[config.mk]
export PLATFORM = sky130hd
export DESIGN_NAME = capture_timebase
export DESIGN_NICKNAME = d
export VERILOG_FILES = /design/src/rtl/ts_pkg.sv /design/src/rtl/ts_rst_sync.sv /design/src/rtl/ts_clr_match.sv /design/src/rtl/ts_act_sel.sv /design/src/rtl/ts_cnt_core.sv /design/src/rtl/capture_timebase.sv
export SDC_FILE = /design/constraint.sdc
export NUM_CORES = 1
export LEC_CHECK = 0
export BUFFER_PORTS_ARGS = -buffer_cell sky130_fd_sc_hd__buf_4
export CAP_MARGIN = 25
export CORE_MARGIN = 2
export CORE_UTILIZATION = 30
export CTS_CLUSTER_DIAMETER = 30
export DETAILED_ROUTE_END_ITERATION = 8
export PLACE_DENSITY = 0.58
export SLEW_MARGIN = 40
export SYNTH_ARGS = -nofsm -noshare
export SYNTH_HDL_FRONTEND = slang
export SYNTH_SLANG_ARGS = --single-unit
[constraint.sdc]
create_clock -name clk -period 1.6 [get_ports clk]
set_clock_uncertainty 0.1 [all_clocks]
set_input_delay 0.08 -clock clk [delete_from_list [all_inputs] [get_ports clk]]
set_output_delay 0.08 -clock clk [all_outputs]
set_load 0.01 [all_outputs]
[src/rtl/ts_pkg.sv]
package ts_pkg;
  // what the counter does at the next edge, in priority order
  typedef enum logic [1:0] {
    ACT_HOLD = 2'd0,
    ACT_INC  = 2'd1,
    ACT_CLR  = 2'd2,
    ACT_LOAD = 2'd3
  } ts_act_e;
endpackage

[src/rtl/ts_rst_sync.sv]
module ts_rst_sync #(
  parameter int STAGES = 2
) (
  input  logic clk,
  input  logic rst_n,
  output logic rst_sync_n
);
  logic [STAGES-1:0] chain_q;

  always_ff @(posedge clk or negedge rst_n) begin
    if (!rst_n) chain_q <= '0;
    else        chain_q <= {chain_q[STAGES-2:0], 1'b1};
  end

  assign rst_sync_n = chain_q[STAGES-1];
endmodule

[src/rtl/ts_clr_match.sv]
module ts_clr_match #(
  parameter int NUM_EVT = 4
) (
  input  logic [NUM_EVT-1:0] ld_stb,
  input  logic [NUM_EVT-1:0] ld_clr_en,
  output logic               clr_hit
);
  logic [NUM_EVT-1:0] hit_vec;

  for (genvar i = 0; i < NUM_EVT; i++) begin : g_evt
    assign hit_vec[i] = ld_stb[i] & ld_clr_en[i];
  end

  assign clr_hit = |hit_vec;
endmodule

[src/rtl/ts_act_sel.sv]
module ts_act_sel
  import ts_pkg::*;
(
  input  logic    sync_req,
  input  logic    clr_hit,
  input  logic    cnt_en,
  output ts_act_e act
);
  always_comb begin
    if (sync_req)     act = ACT_LOAD;
    else if (clr_hit) act = ACT_CLR;
    else if (cnt_en)  act = ACT_INC;
    else              act = ACT_HOLD;
  end
endmodule

[src/rtl/ts_cnt_core.sv]
module ts_cnt_core
  import ts_pkg::*;
#(
  parameter int CNT_W = 32
) (
  input  logic             clk,
  input  logic             rst_n,
  input  ts_act_e          act,
  input  logic             sync_req,
  input  logic             clr_hit,
  input  logic             cnt_en,
  input  logic [CNT_W-1:0] phase_val,
  output logic [CNT_W-1:0] cnt_q
);
  logic [CNT_W-1:0] cnt_d;
  logic             cnt_we;

  always_comb begin
    cnt_we = (act != ACT_HOLD);
    unique case (act)
      ACT_LOAD: cnt_d = phase_val;
      ACT_CLR:  cnt_d = '0;
      ACT_INC:  cnt_d = cnt_q + 1'b1;
      default:  cnt_d = cnt_q;
    endcase
  end

  always_ff @(posedge clk or negedge rst_n) begin
    if (!rst_n)      cnt_q <= '0;
    else if (cnt_we) cnt_q <= cnt_d;
  end


  sync_load_chk: assert property (@(posedge clk) disable iff (!rst_n)
    sync_req |=> cnt_q == $past(phase_val));

  evt_clr_chk: assert property (@(posedge clk) disable iff (!rst_n)
    (clr_hit && !sync_req) |=> cnt_q == '0);

  hold_chk: assert property (@(posedge clk) disable iff (!rst_n)
    (!cnt_en && !sync_req && !clr_hit) |=> $stable(cnt_q));

  inc_chk: assert property (@(posedge clk) disable iff (!rst_n)
    (cnt_en && !sync_req && !clr_hit) |=> cnt_q == $past(cnt_q) + 1'b1);
endmodule

[src/rtl/capture_timebase.sv]
module capture_timebase
  import ts_pkg::*;
#(
  parameter int CNT_W   = 32,
  parameter int NUM_EVT = 4,
  parameter int RST_STG = 2
) (
  input  logic               clk,
  input  logic               rst_n,
  input  logic               cnt_en,
  input  logic [CNT_W-1:0]   phase_val,
  input  logic               hw_sync,
  input  logic               sw_sync,
  input  logic [NUM_EVT-1:0] ld_stb,
  input  logic [NUM_EVT-1:0] ld_clr_en,
  output logic [CNT_W-1:0]   count
);
  logic    rst_sync_n;
  logic    sync_req;
  logic    clr_hit;
  ts_act_e act;

  assign sync_req = hw_sync | sw_sync;

  ts_rst_sync #(.STAGES(RST_STG)) u_rst (
    .clk(clk), .rst_n(rst_n), .rst_sync_n(rst_sync_n)
  );

  ts_clr_match #(.NUM_EVT(NUM_EVT)) u_clr (
    .ld_stb(ld_stb), .ld_clr_en(ld_clr_en), .clr_hit(clr_hit)
  );

  ts_act_sel u_sel (
    .sync_req(sync_req), .clr_hit(clr_hit), .cnt_en(cnt_en), .act(act)
  );

  ts_cnt_core #(.CNT_W(CNT_W)) u_core (
    .clk(clk), .rst_n(rst_sync_n), .act(act), .sync_req(sync_req),
    .clr_hit(clr_hit), .cnt_en(cnt_en), .phase_val(phase_val), .cnt_q(count)
  );


  sync_wins_chk: assert property (@(posedge clk) disable iff (!rst_sync_n)
    (sync_req && clr_hit) |=> count == $past(phase_val));

  rst_zero_chk: assert property (@(posedge clk)
    !rst_sync_n |-> count == '0);
endmodule

## Word-level counts from Yosys, hierarchy flattened

Cells that the tools add are included.
W data, S select, Z words.

| storage, ports and cells | value |
|---|---|
| register bits | 34 |
| latch bits | 0 |
| memory bits (writable) | 0 |
| bits in read-only memories | 0 |
| input bits | 45 |
| output and inout port bits | 32 |
| word-level logic and storage cells | 19 |
| memories | 0 |

| operators by class | value |
|---|---|
| $add $sub $neg | 1 |
| multipliers | 0 |
| div/mod/pow operators | 0 |
| magnitude comparators | 0 |
| equal/unequal tests | 3 |
| shifts and indexed selects | 0 |
| muxes and demuxes | 4 |
| bitwise gates (word level) | 5 |
| reduce and logical (&&, ||, !) cells | 4 |

Operators by type and width:

| kind | count |
|---|---|
| $pmux W32 S3 | 1 |
| $add A32 B1 Y32 const B | 1 |
| $and A1 B1 Y1 | 4 |
| $eq A2 B2 Y1 const B | 2 |
| $mux W2 | 2 |
| $reduce_or A4 Y1 | 1 |
| $reduce_bool A3 Y1 | 1 |
| $eq A2 B1 Y1 const B | 1 |
| $reduce_and A2 Y1 | 1 |
| $reduce_bool A2 Y1 | 1 |
| $mux W1 | 1 |
| $or A1 B1 Y1 | 1 |

## Longest topological paths before layout

| logic depth | value |
|---|---|
| word-level depth | 7 |
| mapped depth | 11 |

## Hierarchy

A second synthesis with hierarchy kept.

| second synthesis, totals | value |
|---|---|
| cells, all modules | 268 |
| area total of the unflattened synthesis | 2362.3 um^2 |

Modules (own cells, without submodules):

| module | times used | cells each | area each (um^2) | seq. area each (um^2) |
|---|---|---|---|---|
| ts_cnt_core | 1 | 258 | 2265.9 | 800.8 |
| ts_rst_sync | 1 | 3 | 53.8 | 50.0 |
| ts_clr_match | 1 | 3 | 18.8 | 0.0 |
| ts_act_sel | 1 | 3 | 17.5 | 0.0 |
| capture_timebase | 1 | 1 | 6.3 | 0.0 |

## Least setup slack after synthesis

No wires, ideal clock.

| timing path | value |
|---|---|
| kind | input to register |
| from | input port ld_stb[3] |
| to | register u_core.cnt_q[16] |
| library setup time | 0.130 ns |
| arrival | 2.103 ns |
| slack | -0.733 ns |
| cell stages on the path | 10 |
| cell sequence | a22o_1 -> a221oi_1 -> nor3b_1 -> ha_1 -> nand2_1 -> clkbuf_1 -> buf_1 -> nor3_1 -> a32oi_1 -> nand3_1 |

| between the ends | value |
|---|---|
| longest elaborated chain between the ends | 7 |
| elaborated cells between the ends (all ways) | 11 |
| classes of those cells | 3 x eq/ne; 3 x mux; 1 x bitwise; 4 x reduce/logical |

Ends and longest elaborated chain:

| item | RTL line | RTL |
|---|---|---|
| from (decl) | capture_timebase.sv:14 | `input logic [NUM_EVT-1:0] ld_stb,` |
| $and A1 B1 Y1 * | ts_clr_match.sv:11 | `assign hit_vec[i] = ld_stb[i] & ld_clr_en[i];` |
| $reduce_or A4 Y1 * | ts_clr_match.sv:14 | `assign clr_hit = \|hit_vec;` |
| $mux W2 * | ts_act_sel.sv:11 | `else if (clr_hit) act = ACT_CLR;` |
| $mux W2 * | ts_act_sel.sv:10 | `if (sync_req) act = ACT_LOAD;` |
| $eq A2 B2 Y1 or $eq A2 B1 Y1 (tied branches) | ts_cnt_core.sv:20 | `unique case (act)` |
| $reduce_bool A3 Y1 (no source line) | -- |  |
| $reduce_and A2 Y1 (no source line) | -- |  |
| to (signal assigned) | ts_cnt_core.sv:30 | `else if (cnt_we) cnt_q <= cnt_d;` |
| to (decl) | ts_cnt_core.sv:13 | `output logic [CNT_W-1:0] cnt_q` |

Mark *: on every way between the ends. The rest lies on a longest branch, timed or not.
A chain may end at the register's enable or synchronous reset.

## Worst setup path in the final report

| timing path | value |
|---|---|
| from | input port ld_stb[3] |
| to | register u_core.cnt_q[29] |

Same word-level chain as after synthesis.

==> qor.tcl <==
set qor(finish.utilization) 0.563
set qor(rsz0062_at_grt) {yes}
set qor(synth-async-reset-ratio) 1.00
set qor(path_clk_slew_ns) 0.08
set qor(wl_mm) 9.07
set qor(num_io_pins) 77
set qor(drtAntennaViolNets) 0
set qor(min_path_cells) 3
set qor(numClockSinks) 34
set qor(hold_violations) 0
set qor(layout.cells.most_common_list) {140 x sky130_fd_sc_hd__buf_4, 33 x sky130_fd_sc_hd__dfrtp_1, 19 x sky130_fd_sc_hd__nand3_1}
set qor(layout.cell_area.non_filler_sq_um) 4350
set qor(period_share) 1.21
set qor(clockBufferDepth) 2
set qor(tritoncts.num_buffers) 5
set qor(worst_setup_path_startpoint) {ld_stb[3]}
set qor(finalNetCount) 495
set qor(post_drt_wl_per_cell_microns) 16.5
set qor(hold_ws_ns) 0.0320
set qor(top_signal_layer_used) {met4}
set qor(worst-endpoint-required_ns) 1.71
set qor(violations) {setup timing}
set qor(antenna_found_initial) 0
set qor(drc_markers) 0
set qor(cts_root_buffer) {sky130_fd_sc_hd__clkbuf_8}
set qor(start_util) 0.311
set qor(hold_path.startpoint) {phase_val[11]}
set qor(route.layer.met1.wl_mm) 3.90
set qor(worst_skew_pair.late_latency_ns) 0.29
set qor(fp.coreArea_sq_um) 7730
set qor(placed_instances) 516
set qor(synthFlopType) {sky130_fd_sc_hd__dfrtp_1}
set qor(met2_wirelength_mm) 4.65
set qor(post-layout-total-power_mw) 2.62
set qor(critical_path_peak_fanout) 7
set qor(r2r.worst_path.cells) 4
set qor(number_of_setup_violations_in_the_final_report) 30
set qor(cp.arrival_ns) 2.04
set qor(finalWeightedCongestion) 0.829
set qor(layout_setup_ws_ns) -0.332
set qor(largest_net_degree_at_the_start_of_global_routing) 33
set qor(globalRouteOverflowTotal) 0
set qor(fraction_of_final_layout_cells_with_drive_strength_greater_than_1) 0.502
set qor(cts_tree) {yes}
set qor(power_per_cell_area_nw_per_um2) 601
set qor(synthesis.area_sq_um) 2400
set qor(fp-row-count) 32
set qor(rel_slew_slack) 0.663
set qor(globalRouteTotalUtil) 0.200
set qor(die_x_microns) 93.5
set qor(yosysSeqAreaShare) 0.354
set qor(postSynthRegisterBits) 34
set qor(worst_pin_slew_ns) 0.505
set qor(dieHeight_microns) 93.5
set qor(hold_class) {in -> reg}
set qor(end_kind) {flip-flop}
set qor(final-max-slew-violation-count) 0
set qor(crit-reg2reg-launch) {u_core.cnt_q[15]}
set qor(p_leak_nw) 1.97
set qor(post_dp_cell_area_sq_um) 3660
set qor(maxCapViolations) 0
set qor(run_status) {finished, violations left}
set qor(post_synth_num_cell_types) 48
set qor(layout-area-overhead-vs-synth_pct) 81.0
set qor(fmaxAchievable_mhz) 518
set qor(dp_worst_setup_slack_ns) -0.749
set qor(hold-path-endpoint) {u_core.cnt_q[11]}
set qor(worst-r2r-setup-slack_ns) -0.21
set qor(dp.final_hpwl_mm) 6.29
set qor(final-instance-count-excl-fill) 550
set qor(first_global_vias) 2847
set qor(route.vias.total) 3010
set qor(route.detailed.vias_per_inst) 5.47
set qor(syn_avg_cell_area_sq_um) 8.43
set qor(edff_count_synth) 0
set qor(synth_nets) 333
set qor(fin_setup_tns_ns) -5.60
set qor(global_route_wire_length_before_repair_mm) 13.9
set qor(fp.dieArea_sq_um) 8740
set qor(drt-initial-drc-count) 131
set qor(num_antenna_cells) 0
set qor(final.min_clock_period_ns) 1.93
set qor(cts-htree-levels) 2
set qor(ys.warnings.count) 0
set qor(dr.pass1.iters) 4
set qor(worst_r2r_endpoint) {u_core.cnt_q[25]}
set qor(wl_met3_microns) 381
set qor(worst-setup-path-type) {in -> reg}
set qor(layout.cells.most_common) {sky130_fd_sc_hd__buf_4}
set qor(worst_ir_drop_vdd_uv) 465
set qor(port-buffer-count) 76
set qor(count_of_mapped_cells_out_of_synthesis) 285
set qor(crit_path_start_kind) {input pin}
## synthesized netlist by cell type (2+ instances only)
cell	count	area, sq um
sky130_fd_sc_hd__buf_4	3	22.5
sky130_fd_sc_hd__a41oi_1	2	17.5
sky130_fd_sc_hd__mux2i_1	3	30.0
sky130_fd_sc_hd__or3_1	3	18.8
sky130_fd_sc_hd__and2_1	2	12.5
sky130_fd_sc_hd__nand2_1	17	63.8
sky130_fd_sc_hd__a31oi_1	2	12.5
sky130_fd_sc_hd__a2bb2oi_1	2	17.5
sky130_fd_sc_hd__o211ai_1	8	60.1
sky130_fd_sc_hd__clkbuf_2	2	10.0
sky130_fd_sc_hd__nor2_1	14	52.6
sky130_fd_sc_hd__inv_1	4	15.0
sky130_fd_sc_hd__nand3_1	26	130
sky130_fd_sc_hd__nor3_1	13	65.1
sky130_fd_sc_hd__a221oi_1	3	26.3
sky130_fd_sc_hd__dfrtp_1	34	851
sky130_fd_sc_hd__and4_1	7	61.3
sky130_fd_sc_hd__a22oi_1	9	67.6
sky130_fd_sc_hd__and3_1	6	37.5
sky130_fd_sc_hd__mux2_2	2	22.5
sky130_fd_sc_hd__nand4_1	13	81.3
sky130_fd_sc_hd__a22o_1	3	26.3
sky130_fd_sc_hd__ha_1	3	37.5
sky130_fd_sc_hd__o21ai_0	17	85.1
sky130_fd_sc_hd__o311ai_0	5	43.8
sky130_fd_sc_hd__nor3b_1	12	90.1
sky130_fd_sc_hd__buf_2	3	15.0
sky130_fd_sc_hd__buf_1	2	7.51
sky130_fd_sc_hd__a32oi_1	4	35.0
sky130_fd_sc_hd__or4_1	4	30.0
sky130_fd_sc_hd__a21oi_1	17	85.1
sky130_fd_sc_hd__a31o_2	5	43.8
sky130_fd_sc_hd__or3_2	2	15.0
sky130_fd_sc_hd__a21o_1	4	30.0
sky130_fd_sc_hd__clkbuf_1	16	60.1
## registers in the layout (all words and copies together) (netlist names)
name and flops:
u_core.cnt_q 32, u_rst.chain_q 2
## worst max path at each step
stage | slack, ns | end
2_1_floorplan | -0.44 | u_core.cnt_q[29]
3_3_place_gp | -0.68 | u_core.cnt_q[15]
3_5_place_dp | -0.75 | u_core.cnt_q[15]
4_1_cts | -0.33 | u_core.cnt_q[7]
5_1_grt | -0.41 | u_core.cnt_q[29]
6_report | -0.33 | u_core.cnt_q[29]
## critical path, cell delays in order
cell and delay, ns:
sky130_fd_sc_hd__buf_6 0.09, sky130_fd_sc_hd__a22o_1 0.22, sky130_fd_sc_hd__a221oi_2 0.21, sky130_fd_sc_hd__nor3b_4 0.29, sky130_fd_sc_hd__ha_2 0.26, sky130_fd_sc_hd__nand2_4 0.09
sky130_fd_sc_hd__buf_6 0.13, sky130_fd_sc_hd__or4_1 0.51, sky130_fd_sc_hd__o211ai_1 0.17
## final cells by class
| type | instances | area [sq um] |
|---|---|---|
| fill | 688 | 3380 |
| multi-input combinational | 221 | 1700 |
| timing repair buffer | 181 | 1560 |
| sequential | 34 | 852 |
| tap | 102 | 128 |
| clock buffer | 6 | 82.6 |
| inverter | 4 | 17.5 |
| clock inverter | 2 | 12.5 |
## power breakdown
part / total, mW / switching [mW] / internal [mW]
registers: 1.02 / 0.0809 / 0.940
logic: 0.900 / 0.402 / 0.497
clock network: 0.695 / 0.348 / 0.347
## cell families after synthesis
kind of cell / Yosys count / share of synthesized area
mux: 5 / 0.0219
fa+ha+maj: 3 / 0.0156
flops: 34 / 0.354
buf+inv: 30 / 0.0542
compound gates: 86 / 0.247
other cells: 1 / 0.00156
simple gates: 126 / 0.306
## what timing repair did
item,4_1_cts,5_1_grt
pin swaps,5,16
endpoints found under the hold margin,16,1
resized for setup,13,67
endpoints found under the setup margin,32,32
hold buffers,16,1
gates cloned,0,2
buffers inserted,1,6
## per-layer routing
metal  track usage  up-vias
met4        0.0417        0
met5             0        -
li1              -     1444
met1         0.264     1472
met3        0.0419       13
met2         0.337       81
Note: power is estimated with default switching activity, not from simulation.
